`src/rtl/rtg_pkg.sv`:
```
// Shared defaults and helpers for the raster timing generator.
package rtg_pkg;
    localparam int unsigned H_W_DEF   = 13; // hactive, hblank, hsync delay
    localparam int unsigned HSW_W_DEF = 10; // hsync width
    localparam int unsigned VA_W_DEF  = 13; // vactive
    localparam int unsigned VB_W_DEF  = 8;  // vblank, vsync delay
    localparam int unsigned VSW_W_DEF = 6;  // vsync width

    // Convert a true-high strobe to the selected output level.
    function automatic logic apply_pol(input logic raw, input logic active_high);
        return active_high ? raw : ~raw;
    endfunction
endpackage

```
`src/rtl/rtg_shadow.sv`:
```
// Shadow copy of the timing configuration.
// Assumes: load is asserted while stopped and on the clock that ends a field.
module rtg_shadow #(
    parameter int unsigned H_W   = 13,
    parameter int unsigned HSW_W = 10,
    parameter int unsigned VA_W  = 13,
    parameter int unsigned VB_W  = 8,
    parameter int unsigned VSW_W = 6
) (
    input  logic             clk,
    input  logic             rst_n,
    input  logic             load,
    input  logic [H_W-1:0]   in_hact,
    input  logic [H_W-1:0]   in_hblank,
    input  logic [H_W-1:0]   in_hdly,
    input  logic [HSW_W-1:0] in_hwid,
    input  logic [VA_W-1:0]  in_vact,
    input  logic [VB_W-1:0]  in_vblank,
    input  logic [VB_W-1:0]  in_vdly,
    input  logic [VSW_W-1:0] in_vwid,
    input  logic [4:0]       in_flags,
    output logic [H_W-1:0]   sh_hact,
    output logic [H_W-1:0]   sh_hblank,
    output logic [H_W-1:0]   sh_hdly,
    output logic [HSW_W-1:0] sh_hwid,
    output logic [VA_W-1:0]  sh_vact,
    output logic [VB_W-1:0]  sh_vblank,
    output logic [VB_W-1:0]  sh_vdly,
    output logic [VSW_W-1:0] sh_vwid,
    output logic [4:0]       sh_flags
);
    // Capture the live configuration when allowed.
    always_ff @(posedge clk) begin
        if (!rst_n) begin
            sh_hact   <= '0;
            sh_hblank <= '0;
            sh_hdly   <= '0;
            sh_hwid   <= '0;
            sh_vact   <= '0;
            sh_vblank <= '0;
            sh_vdly   <= '0;
            sh_vwid   <= '0;
            sh_flags  <= '0;
        end else if (load) begin
            sh_hact   <= in_hact;
            sh_hblank <= in_hblank;
            sh_hdly   <= in_hdly;
            sh_hwid   <= in_hwid;
            sh_vact   <= in_vact;
            sh_vblank <= in_vblank;
            sh_vdly   <= in_vdly;
            sh_vwid   <= in_vwid;
            sh_flags  <= in_flags;
        end
    end
endmodule

```
`src/rtl/rtg_hcount.sv`:
```
// Pixel counter with horizontal sync and active-region decode.
// Assumes: hact+hblank is nonzero; run low holds the counter at 0.
module rtg_hcount #(
    parameter int unsigned H_W   = 13,
    parameter int unsigned HSW_W = 10,
    localparam int unsigned HC_W = H_W + 1,
    localparam int unsigned HE_W = HC_W + 1
) (
    input  logic             clk,
    input  logic             rst_n,
    input  logic             run,
    input  logic [H_W-1:0]   hact,
    input  logic [H_W-1:0]   hblank,
    input  logic [H_W-1:0]   hdly,
    input  logic [HSW_W-1:0] hwid,
    output logic [HC_W-1:0]  hcnt,
    output logic [HC_W-1:0]  hhalf,
    output logic             line_end,
    output logic             hs_raw,
    output logic             h_act
);
    logic [HC_W-1:0] htotal;
    logic [HE_W-1:0] hs_start;
    logic [HE_W-1:0] hs_stop;
    logic [HE_W-1:0] hcnt_e;

    // Line length, sync window and half-line point.
    always_comb begin
        htotal   = HC_W'(hact) + HC_W'(hblank);
        hhalf    = htotal >> 1;
        hs_start = HE_W'(hact) + HE_W'(hdly);
        hs_stop  = hs_start + HE_W'(hwid);
        hcnt_e   = HE_W'(hcnt);
        line_end = run && (hcnt == htotal - 1'b1);
        hs_raw   = (hcnt_e >= hs_start) && (hcnt_e < hs_stop);
        h_act    = hcnt < HC_W'(hact);
    end

    // Advance the pixel position, wrapping at the end of the line.
    always_ff @(posedge clk) begin
        if (!rst_n || !run)
            hcnt <= '0;
        else if (line_end)
            hcnt <= '0;
        else
            hcnt <= hcnt + 1'b1;
    end
endmodule

```
`src/rtl/rtg_vcount.sv`:
```
// Line counter, field tracking and vertical sync decode.
// Assumes: vact is nonzero; counts advance only on line_end.
module rtg_vcount #(
    parameter int unsigned VA_W  = 13,
    parameter int unsigned VB_W  = 8,
    parameter int unsigned VSW_W = 6,
    parameter int unsigned HC_W  = 14,
    localparam int unsigned VC_W = VA_W + 1,
    localparam int unsigned VE_W = VC_W + 1
) (
    input  logic             clk,
    input  logic             rst_n,
    input  logic             run,
    input  logic             line_end,
    input  logic [HC_W-1:0]  hcnt,
    input  logic [HC_W-1:0]  hhalf,
    input  logic [VA_W-1:0]  vact,
    input  logic [VB_W-1:0]  vblank,
    input  logic [VB_W-1:0]  vdly,
    input  logic [VSW_W-1:0] vwid,
    input  logic             ilace,
    input  logic             halfline,
    output logic [VC_W-1:0]  vcnt,
    output logic             fid,
    output logic             field_end,
    output logic             vs_raw,
    output logic             v_act
);
    logic            shifted;
    logic [VC_W-1:0] vlast;
    logic [VE_W-1:0] vs_first;
    logic [VE_W-1:0] vs_after;
    logic [VE_W-1:0] vcnt_e;
    logic            late_half;

    // Field length and vsync window, with the half-line variant.
    always_comb begin
        shifted   = ilace && halfline && fid;
        vlast     = VC_W'(vact) + VC_W'(vblank) - 1'b1 + VC_W'(shifted);
        field_end = line_end && (vcnt == vlast);
        vs_first  = VE_W'(vact) + VE_W'(vdly);
        vs_after  = vs_first + VE_W'(vwid);
        vcnt_e    = VE_W'(vcnt);
        late_half = hcnt >= hhalf;
        v_act     = vcnt < VC_W'(vact);
        if (shifted && (vwid != '0))
            vs_raw = ((vcnt_e == vs_first) && late_half) ||
                     ((vcnt_e > vs_first) && (vcnt_e < vs_after)) ||
                     ((vcnt_e == vs_after) && !late_half);
        else
            vs_raw = (vcnt_e >= vs_first) && (vcnt_e < vs_after);
    end

    // Advance the line position at each line end.
    always_ff @(posedge clk) begin
        if (!rst_n || !run)
            vcnt <= '0;
        else if (field_end)
            vcnt <= '0;
        else if (line_end)
            vcnt <= vcnt + 1'b1;
    end

    // Flip the field at entry into vertical blanking when interlaced.
    always_ff @(posedge clk) begin
        if (!rst_n || !run)
            fid <= 1'b0;
        else if (ilace && line_end && (vcnt == VC_W'(vact) - 1'b1))
            fid <= ~fid;
    end
endmodule

```
`src/rtl/rtg_top.sv`:
```
// Programmable raster timing generator: hsync, vsync, data enable and
// field ID from active/blanking sizes plus sync delay and width.
// Assumes: nonzero line length and vact; config stable around clock edges.
module rtg_top #(
    parameter int unsigned H_W   = rtg_pkg::H_W_DEF,
    parameter int unsigned HSW_W = rtg_pkg::HSW_W_DEF,
    parameter int unsigned VA_W  = rtg_pkg::VA_W_DEF,
    parameter int unsigned VB_W  = rtg_pkg::VB_W_DEF,
    parameter int unsigned VSW_W = rtg_pkg::VSW_W_DEF,
    localparam int unsigned HC_W = H_W + 1,
    localparam int unsigned VC_W = VA_W + 1
) (
    input  logic             clk,
    input  logic             rst_n,
    input  logic             en,
    input  logic [H_W-1:0]   cfg_hact,
    input  logic [H_W-1:0]   cfg_hblank,
    input  logic [H_W-1:0]   cfg_hdly,
    input  logic [HSW_W-1:0] cfg_hwid,
    input  logic [VA_W-1:0]  cfg_vact,
    input  logic [VB_W-1:0]  cfg_vblank,
    input  logic [VB_W-1:0]  cfg_vdly,
    input  logic [VSW_W-1:0] cfg_vwid,
    input  logic             cfg_hs_pol,
    input  logic             cfg_vs_pol,
    input  logic             cfg_de_pol,
    input  logic             cfg_ilace,
    input  logic             cfg_halfline,
    output logic             hsync,
    output logic             vsync,
    output logic             de,
    output logic             field_id,
    output logic [HC_W-1:0]  hcount,
    output logic [VC_W-1:0]  vcount
);
    logic             running;
    logic             run_cnt;
    logic             load;
    logic [H_W-1:0]   sh_hact, sh_hblank, sh_hdly;
    logic [HSW_W-1:0] sh_hwid;
    logic [VA_W-1:0]  sh_vact;
    logic [VB_W-1:0]  sh_vblank, sh_vdly;
    logic [VSW_W-1:0] sh_vwid;
    logic [4:0]       sh_flags;
    logic [HC_W-1:0]  hhalf;
    logic             line_end, field_end;
    logic             hs_raw, vs_raw, h_act, v_act, fid;
    logic [2:0]       raw_v, pol_v, out_v;

    // Track whether the raster is running (one clock behind en).
    always_ff @(posedge clk) begin
        if (!rst_n)
            running <= 1'b0;
        else
            running <= en;
    end

    assign run_cnt = running && en;
    assign load    = !running || field_end;

    rtg_shadow #(
        .H_W(H_W), .HSW_W(HSW_W), .VA_W(VA_W), .VB_W(VB_W), .VSW_W(VSW_W)
    ) u_shadow (
        .clk(clk), .rst_n(rst_n), .load(load),
        .in_hact(cfg_hact), .in_hblank(cfg_hblank), .in_hdly(cfg_hdly),
        .in_hwid(cfg_hwid), .in_vact(cfg_vact), .in_vblank(cfg_vblank),
        .in_vdly(cfg_vdly), .in_vwid(cfg_vwid),
        .in_flags({cfg_halfline, cfg_ilace, cfg_de_pol, cfg_vs_pol, cfg_hs_pol}),
        .sh_hact(sh_hact), .sh_hblank(sh_hblank), .sh_hdly(sh_hdly),
        .sh_hwid(sh_hwid), .sh_vact(sh_vact), .sh_vblank(sh_vblank),
        .sh_vdly(sh_vdly), .sh_vwid(sh_vwid), .sh_flags(sh_flags)
    );

    rtg_hcount #(.H_W(H_W), .HSW_W(HSW_W)) u_hcount (
        .clk(clk), .rst_n(rst_n), .run(run_cnt),
        .hact(sh_hact), .hblank(sh_hblank), .hdly(sh_hdly), .hwid(sh_hwid),
        .hcnt(hcount), .hhalf(hhalf), .line_end(line_end),
        .hs_raw(hs_raw), .h_act(h_act)
    );

    rtg_vcount #(.VA_W(VA_W), .VB_W(VB_W), .VSW_W(VSW_W), .HC_W(HC_W)) u_vcount (
        .clk(clk), .rst_n(rst_n), .run(run_cnt), .line_end(line_end),
        .hcnt(hcount), .hhalf(hhalf),
        .vact(sh_vact), .vblank(sh_vblank), .vdly(sh_vdly), .vwid(sh_vwid),
        .ilace(sh_flags[3]), .halfline(sh_flags[4]),
        .vcnt(vcount), .fid(fid), .field_end(field_end),
        .vs_raw(vs_raw), .v_act(v_act)
    );

    // Gate strobes by the running state and apply per-signal polarity.
    assign raw_v = {running && h_act && v_act, running && vs_raw, running && hs_raw};
    assign pol_v = sh_flags[2:0];

    for (genvar i = 0; i < 3; i++) begin : g_pol
        assign out_v[i] = rtg_pkg::apply_pol(raw_v[i], pol_v[i]);
    end

    assign hsync    = out_v[0];
    assign vsync    = out_v[1];
    assign de       = out_v[2];
    assign field_id = fid && sh_flags[3];
endmodule

```
`config.mk`:
```
export PLATFORM = sky130hd
export DESIGN_NAME = rtg_top
export DESIGN_NICKNAME = d
export VERILOG_FILES = /design/src/rtl/rtg_pkg.sv /design/src/rtl/rtg_shadow.sv /design/src/rtl/rtg_hcount.sv /design/src/rtl/rtg_vcount.sv /design/src/rtl/rtg_top.sv
export SDC_FILE = /design/constraint.sdc
export NUM_CORES = 1
export LEC_CHECK = 0
export ABC_AREA = 1
export BUFFER_PORTS_ARGS = -buffer_cell sky130_fd_sc_hd__buf_4
export CAP_MARGIN = 5
export CORE_UTILIZATION = 55
export DETAILED_ROUTE_END_ITERATION = 8
export HOLD_SLACK_MARGIN = 0.06
export MAX_ROUTING_LAYER = met4
export PLACE_DENSITY = 0.73
export SLEW_MARGIN = 0
export SYNTH_ARGS = -nofsm -noshare
export SYNTH_HDL_FRONTEND = slang
export SYNTH_SLANG_ARGS = --single-unit
```
`constraint.sdc`:
```
create_clock -name clk -period 5.9 [get_ports clk]
set_clock_uncertainty 0.15 [all_clocks]
set_input_delay 0.295 -clock clk [delete_from_list [all_inputs] [get_ports clk]]
set_output_delay 0.295 -clock clk [all_outputs]
set_load 0.01 [all_outputs]
```
Yosys cells after proc, flatten, opt, wreduce, memory -nomap -nowiden
Cells that the tools add are included.
Widths: inputs -> output; s select.
Storage, ports and cells
  bits in registers: 119
  bits in latches: 0
  memory bits (writable): 0
  memory bits (read-only): 0
  input bits: 92
  output and inout bits: 32
  logic and storage cells: 75
  memories kept: 0
Operators by class
  add/subtract/negate cells: 12
  multiply operators: 0
  divide/modulo/power cells: 0
  magnitude comparators: 8
  equal/unequal tests: 5
  shift-type cells: 0
  multiplexer cells: 4
  bitwise logic cells: 4
  reductions and logical operators: 29
Operators by type and width (count)
  $eq 14x14->1: 3
  $eq 14x15->1: 2
  $ge 14x15->1: 2
  $lt 14x15->1: 2
  $add 13x13->14: 2
  $add 13x8->14: 2
  $add 14x1->14 const B: 2
  $lt 14x13->1: 2
  $sub 14x1->14 const B: 2
  $logic_and 1x1->1: 18
  $add 15x10->15: 1
  $add 15x6->15: 1
  $gt 14x15->1: 1
  $add 14x1->14: 1
  $ge 14x13->1: 1
  $sub 13x1->14 const B: 1
  $reduce_bool 6->1: 1
  $logic_not 1->1: 4
  $logic_or 1x1->1: 4
  $mux 1: 4
  $not 1->1: 4
  $reduce_or 2->1: 2

Longest topological paths before layout
Gate-level depths: netlist of the first run.
  depth after elaboration: 10
  depth in mapped cells: 28
  gate-level depth less buffers: 28

Modules after synthesis
Synthesis of the first run repeated with hierarchy kept, for this count alone.
Unflattened totals
  cell total of the unflattened synthesis: 2031
  area, all modules: 12728.5 sq um
Modules (own cells, without submodules)
  rtg_vcount: times used 1, cells an instance 767, area an instance 4869.7 sq um, seq. area each 300.3 sq um
  rtg_hcount: times used 1, cells an instance 675, area an instance 4047.6 sq um, seq. area each 280.3 sq um
  rtg_shadow: times used 1, cells an instance 564, area an instance 3693.5 sq um, seq. area each 1781.7 sq um
  rtg_top: times used 1, cells an instance 25, area an instance 117.6 sq um, seq. area each 20.0 sq um

Worst setup path after synthesis of the first run
Ideal clock, no wire load.
  path type: reg2out
  from: register u_shadow.sh_hact[0]
  to: output hsync
  arrival time: 4.183 ns
  data required time: 5.455 ns
  setup slack: 1.272 ns
  cell stages (with the launch flop): 25
  buffers on the path: 0
  cell sequence: dfxtp_1 -> ha_1 -> inv_1 -> fa_1 -> o21ai_0 -> a21oi_1 -> o21ai_0 -> xor2_1 -> inv_1 -> ha_1 -> nand2_1 -> nor3_1 -> nand2_1 -> o211ai_1 -> a21o_1 -> a21oi_1 -> inv_1 -> a21oi_1 -> or2_2 -> nor3_1 -> xor2_1 -> ha_1 -> a21o_1 -> a21oi_1 -> xor2_1
Between the ends
  cells in the longest elaborated chain, start to end: 7
  elaborated cells between the ends (all ways): 8
  classes of those cells: 2 x add/sub; 2 x order compare; 1 x mux; 1 x bitwise; 2 x reduce/logical
Ends and longest elaborated chain
  start, declared: RTL line rtg_shadow.sv:22  | output logic [H_W-1:0] sh_hact,
  start signal, assigned: RTL line rtg_shadow.sv:45  | sh_hact <= in_hact;
  $add 13x13->14 (*): RTL line rtg_hcount.sv:31  | hs_start = HE_W'(hact) + HE_W'(hdly);
  $add 15x10->15: RTL line rtg_hcount.sv:32  | hs_stop = hs_start + HE_W'(hwid);
  $lt 14x15->1: RTL line rtg_hcount.sv:35  | hs_raw = (hcnt_e >= hs_start) && (hcnt_e < hs_stop);
  $logic_and 1x1->1 (*): RTL line rtg_hcount.sv:35
  $logic_and 1x1->1 (*): RTL line rtg_top.sv:91  | assign raw_v = {running && h_act && v_act, running && vs_raw, running && hs_raw};
  $not 1->1: RTL line rtg_pkg.sv:11  | return active_high ? raw : ~raw;
  $mux 1 (*): RTL line rtg_pkg.sv:11
  end, declared: RTL line rtg_top.sv:29  | output logic hsync,
Mark *: on every way between the ends. The rest lies on a longest branch, timed or not.

Worst setup path in the final report of the first run
Same ends and word-level chain as after synthesis.

==> results.toml, run 1 <==
[run_status]
outcome = "completed"

[pwr]
ir_worst_vdd_v = 0.000142
power_w = 0.00309
leakage_nw = 7.45
p_per_area_nw_per_um2 = 210

[die]
die_area_um2 = 22800
pin_count = 124
core_um2 = 21800
die_width_um = 151
die_height_um = 151
row_count = 54
start_util_pct = 56.0

[logic_synthesis]
yosys.area.top_type_share_pct = 19.5
yosysWarnings = 0
synth_ff_type = "dfxtp_1"
postSynthCellCount = 1899
syn_avg_cell_area_um2 = 6.42
post-synth-top-area-cell = "dfxtp_1"
synth_common_cells = "nand2_1, inv_1, nand3_1"
synth_seq_cells = 119
yosysSeqAreaShare_pct = 19.5
syn_nets = 2172
synth.top_cells.by_area = "dfxtp_1, ha_1, nand2_1"
synth-edff-count = 0
yosysMostFrequentCell = "nand2_1"
synthArstFlopShare_pct = 0
synth.distinct_cells = 46
synth_area_um2 = 12200

[sta]
rsz0062_at_grt = "no"
hold_ws_ns = 0.161
drv_slew = 0
post-route-period-util_pct = 92.9
max_freq_mhz = 182
hold_viol = 0
relSlewSlack_pct = 25.2
max_slew.worst_pin.slew_ns = 1.11
finalSetupViolCount = 0
fin_setup_tns_ns = 0
fin_crit_ns = 5.48

[clocking]
cts_num_sinks = 119
root_buffer = "clkbuf_16"
cts_tree = "yes"
cts_max_level = 4
cts_buffers = 17
clk_pin_slew_ns = 0.06
clk_latency_ns = 0.43
clockBufferDepth = 2

[finish]
num_antenna_cells = 0
seq_area_um2 = 2390
layout-drive-gt1-share_pct = 8.98
multi_input_area_um2 = 8510
instances_no_fill = 2374
layout.nets = 2355
fillCellCount = 1951
area_delta_synth_final_pct = 20.9
final_util_pct = 67.7

[setup_path]
cp_slowest_cell = "fa_1"
slowest_delay_ns = 0.40
crit_start = "u_shadow.sh_hact[0]"
path_max_fanout = 4
ff2ff_setup_slack_ns = 1.63
crit_arrival_ns = 5.04
end_kind = "output port"
endpoint = "hsync"
r2r-start = "u_vcount.fid"
required_ns = 5.45
reg2reg_depth = 19
crit_top_cell = "a21oi_1"
startpoint_type = "flop"
worstReg2RegEnd = "u_shadow.sh_vdly[6]"
critical_path_class = "flop to output port"

[global_route]
antenna_found_initial = 0
grt_max_degree = 126
grt_overflow = 0
first_global_vias = 11500
grt_pass1_wl_um = 57300
grtUsageTotal_pct = 33.1

[drt]
ant_nets = 0
vias = 13000
wl_per_cell_um = 15.4
firstDrtPassIters = 8
drc = 0
wl_um = 36500
drt_iter0_markers = 858
via_per_inst = 5.46

[worst_hold_path]
hold_path.class = "input port to flop"

[placement]
place_congestion = 0.988
port_buffers = 123
dp_hpwl_um = 27000
dp.cells = 2253

[flow_run]
maxCapViolations = 0
## worst max-delay path: cells and delay by family, from the launching register on
kind | cells | cell delay [ns]
buf+inv | 4 | 0.32
fa+ha+maj | 4 | 1.18
flops | 1 | 0.39
xor+xnor | 3 | 0.57
compound gates | 9 | 1.38
simple gates | 5 | 0.74
## registers in the layout, summed over array words and instances (netlist names), 10 cells and up
signal	flops
u_vcount.vcnt	14
u_hcount.hcnt	14
u_shadow.sh_hwid	10
u_shadow.sh_vact	13
u_shadow.sh_hblank	13
u_shadow.sh_hdly	13
u_shadow.sh_hact	13
## report_power, final
part,total [W],internal [W],switching [W]
logic,0.00112,0.000452,0.000666
registers,0.000896,0.000849,0.0000467
clock network,0.00108,0.000661,0.000415
total,0.00309,0.00196,0.00113
## worst min-delay path by stage
stage                      startpoint             endpoint  slack [ns]  depth (start not counted)
after floorplan                    en              running        0.26                          2
after global placement    cfg_hwid[1]  u_shadow.sh_hwid[1]        0.36                          3
after detailed placement  cfg_hwid[8]  u_shadow.sh_hwid[8]        0.37                          3
after CTS                       rst_n  u_shadow.sh_vdly[3]        0.15                          3
after global routing            rst_n  u_shadow.sh_vdly[2]        0.17                          3
final                           rst_n  u_shadow.sh_vdly[3]        0.16                          3
## layout by cell type (no fill, tap or decap), types with 25 or more instances in the layout
cell type / instances
a21oi_1: 191
buf_4: 127
dfxtp_1: 118
dlygate4sd3_1: 90
ha_1: 175
inv_1: 267
nand2_1: 421
nand3_1: 203
nand4_1: 35
nor2_1: 192
nor3_1: 25
o21ai_0: 29
xnor2_1: 29
xor2_1: 61
## through the flow
stage,area [um^2],worst slack (ns)
CTS,14700,0.325
detailed placement,13200,0.790
global route,14700,0.0237
floorplan,12200,1.27
global placement,13200,0.900
finish,14700,0.419
## cell families after synthesis
| kind of cell | count (synthesis) | synth area share [%] |
|---|---|---|
| xor+xnor | 90 | 6.47 |
| flops | 119 | 19.5 |
| simple gates | 919 | 32.6 |
| compound gates | 262 | 11.7 |
| fa+ha+maj | 181 | 19.0 |
| buf+inv | 328 | 10.7 |
## layout make-up
type / instances / share of cell area (%)
timing repair buffer: 218 / 12.7
multi-input combinational: 1452 / 57.7
clock inverter: 12 / 1.04
clock buffer: 19 / 2.94
tap: 280 / 2.38
inverter: 274 / 6.98
sequential: 119 / 16.2
## metal layers
metal / GRT usage (%) / share of wire (%)
met2: 51.2 / 44
met5: - / 0
met1: 45.1 / 48
met4: 9.50 / 2.2
met3: 4.19 / 6.0
## what timing repair did
item | in CTS | in global routing
setup buffers | 0 | 0
resized for setup | 0 | 1
setup endpoints to repair | 0 | 1
hold endpoints to repair | 90 | 0
hold buffers | 90 | 0
Power figures use the tool's default switching activity.
==> run 2, diff against run 1 <==
--- a/config.mk
+++ b/config.mk
@@ -9,9 +9,9 @@
 export BUFFER_PORTS_ARGS = -buffer_cell sky130_fd_sc_hd__buf_4
 export CAP_MARGIN = 5
-export CORE_UTILIZATION = 55
+export CORE_UTILIZATION = 35
 export DETAILED_ROUTE_END_ITERATION = 8
 export HOLD_SLACK_MARGIN = 0.06
 export MAX_ROUTING_LAYER = met4
-export PLACE_DENSITY = 0.73
+export PLACE_DENSITY = 0.5
 export SLEW_MARGIN = 0
 export SYNTH_ARGS = -nofsm -noshare
==> constraint.sdc (replaced) <==
create_clock -name clk -period 5.9 [get_ports clk]
set_clock_uncertainty 0.15 [all_clocks]
set_input_delay 0 -clock clk [delete_from_list [all_inputs] [get_ports clk]]
set_output_delay 0 -clock clk [all_outputs]
set_load 0.01 [all_outputs]
==> results.toml, run 2 (same netlist as run 1, synthesis figures left out) <==
[finish]
layout-drive-gt1-share_pct = 9.25
layout.nets = 2400
top_regs = "u_hcount.hcnt: 14 flops, u_vcount.vcnt: 14 flops"
area_delta_synth_final_pct = 27.1
num_antenna_cells = 0
instances_no_fill = 2588
fillCellCount = 3603
final_util_pct = 45.7
mostFrequentLayoutCells = "nand2_1, inv_1, nand3_1"
mostFrequentLayoutCell = "nand2_1"

[pwr]
ir_worst_vdd_v = 0.000222
leakage_nw = 7.76
p_per_area_nw_per_um2 = 211
switching_share_pct = 34.9
p_comb_share_pct = 34.8
p_sw_w = 0.00114
seq_power_share_pct = 27.4
p_int_w = 0.00213
pwr-share-clk_pct = 37.9

[global_route]
grt_max_degree = 74
first_global_vias = 12000
grtUsageTotal_pct = 22.9
antenna_found_initial = 0
grt_pass1_wl_um = 62700
grt_overflow = 0

[setup_path]
cp_slowest_cell = "fa_1"
crit_buf_inv = 4
slowest_delay_ns = 0.49
path_cells = "inv_1 -> fa_1 -> o21ai_2 -> a21oi_1 -> o21ai_0 -> xor2_1 -> inv_1 -> ha_1 -> nand2_1 -> nor3_1 -> nand2_1 -> o211ai_1 -> a21o_1 -> a21oi_1 -> inv_1 -> a21oi_1 -> or2_2 -> nor3_1 -> xor2_1 -> ha_1 -> a21o_1 -> a21oi_1 -> xor2_1 -> buf_4"
reg2reg_depth = 20
critPathTopFamily = "compound AO/OA/AOI/OAI gates"
crit_top_cell = "a21oi_1"
required_ns = 5.75
critical_path_class = "flop to output port"
end_kind = "output port"
cp.depth = 24
crit_arrival_ns = 5.21
path_max_fanout = 4
startpoint_type = "flop"

[drt]
via_per_inst = 4.92
vias = 12700
ant_nets = 0
firstDrtPassIters = 5
drc = 0
drt_iter0_markers = 619
wl_um = 38800
wl_per_cell_um = 15.0

[die]
die_area_um2 = 35600
core_um2 = 33900
die_height_um = 189
pin_count = 124
start_util_pct = 36.0
die_width_um = 189
row_count = 67

[sta]
hold_viol = 0
relSlewSlack_pct = 28.2
fin_setup_tns_ns = 0
post-route-period-util_pct = 90.8
max_slew.worst_pin.slew_ns = 1.07
rsz0062_at_grt = "no"
finalSetupViolCount = 0
drv_slew = 0
max_freq_mhz = 187
fin_crit_ns = 5.36
layout_setup_ws_ns = 0.544

[placement]
place_congestion = 0.887
post-place-ws_ns = 0.906
port_buffers = 123
dp.cells = 2426
dp_hpwl_um = 29800

[clocking]
cts_buffers = 17
clockBufferDepth = 2
cts_tree = "yes"
clk_latency_ns = 0.44
cts_num_sinks = 119
root_buffer = "clkbuf_16"
cts_max_level = 4
clk_pin_slew_ns = 0.06

[run_status]
outcome = "completed"

[flow_run]
maxCapViolations = 0

[worst_hold_path]
hold_path.class = "input port to flop"
worst_hold_path.num_cells = 4
==> run 2: changes by cell type in the layout (fill, tap and decap cells not counted), sizes merged <==
cell,delta
clkinvlp,-4
bufinv,+2
dlygate4sd3,+39
clkbuf,+2
clkinv,+2
buf,+6
inv,-1
==> run 2: metal layers <==
metal  routed length, um  global-route usage [%]
met2               17000                    35.5
met1               20000                    31.5
met4                 513                    5.18
met5                   0                       -
met3                1320                    3.18
==> run 2: repair_timing <==
action | 4_1_cts | 5_1_grt
hold buffers | 129 | 0
buffers inserted | 0 | 1
endpoints found under the hold margin | 96 | 0
endpoints found under the setup margin | 0 | 1
resized for setup | 0 | 2
==> run 2: worst reg2reg max path, delay by kind of cell (launching register included) <==
family          cells  cell delay (ns)
xor+xnor            1             0.19
simple gates       11             1.76
fa+ha+maj           3             0.91
compound gates      1             0.32
buf+inv             4             1.03
flops               1             0.43
==> run 2: cell type report <==
type	count	area, um^2	share of cell area (%)
multi-input cells	1452	8510	54.9
flip-flops and latches	119	2390	15.4
repair buffers	263	2320	15.0
inverters	274	1030	6.64
well taps	448	561	3.62
clock buffers	21	492	3.17
clock inverters	11	191	1.24
==> run 2: power groups by stage <==
stage	clock (W)	sequential, W	combinational, W
final	0.00124	0.000897	0.00114
after global routing	0.00130	0.000903	0.00130
after CTS	0.00127	0.000897	0.00114
after detailed placement	0	0.000914	0.00106
after global placement	0	0.000914	0.00105
after floorplan	0	0.000890	0.000804
==> run 2: metrics by stage <==
stage	power, W	hold WS, ns	area [um^2]
finish	0.00328	0.166	15500
global route	0.00351	0.165	15500
CTS	0.00330	0.146	15500
detailed placement	0.00197	0.0730	13500
global placement	0.00196	0.0693	13500
floorplan	0.00169	-0.0378	12200
==> run 2: final timing paths <==
check | startpoint | slack, ns | endpoint
max | u_shadow.sh_hact[1] | 0.54 | hsync
min | cfg_hdly[3] | 0.17 | u_shadow.sh_hdly[3]
max reg2reg | u_vcount.fid | 0.99 | u_shadow.sh_flags[4]
min reg2reg | u_hcount.hcnt[0] | 0.38 | u_hcount.hcnt[0]
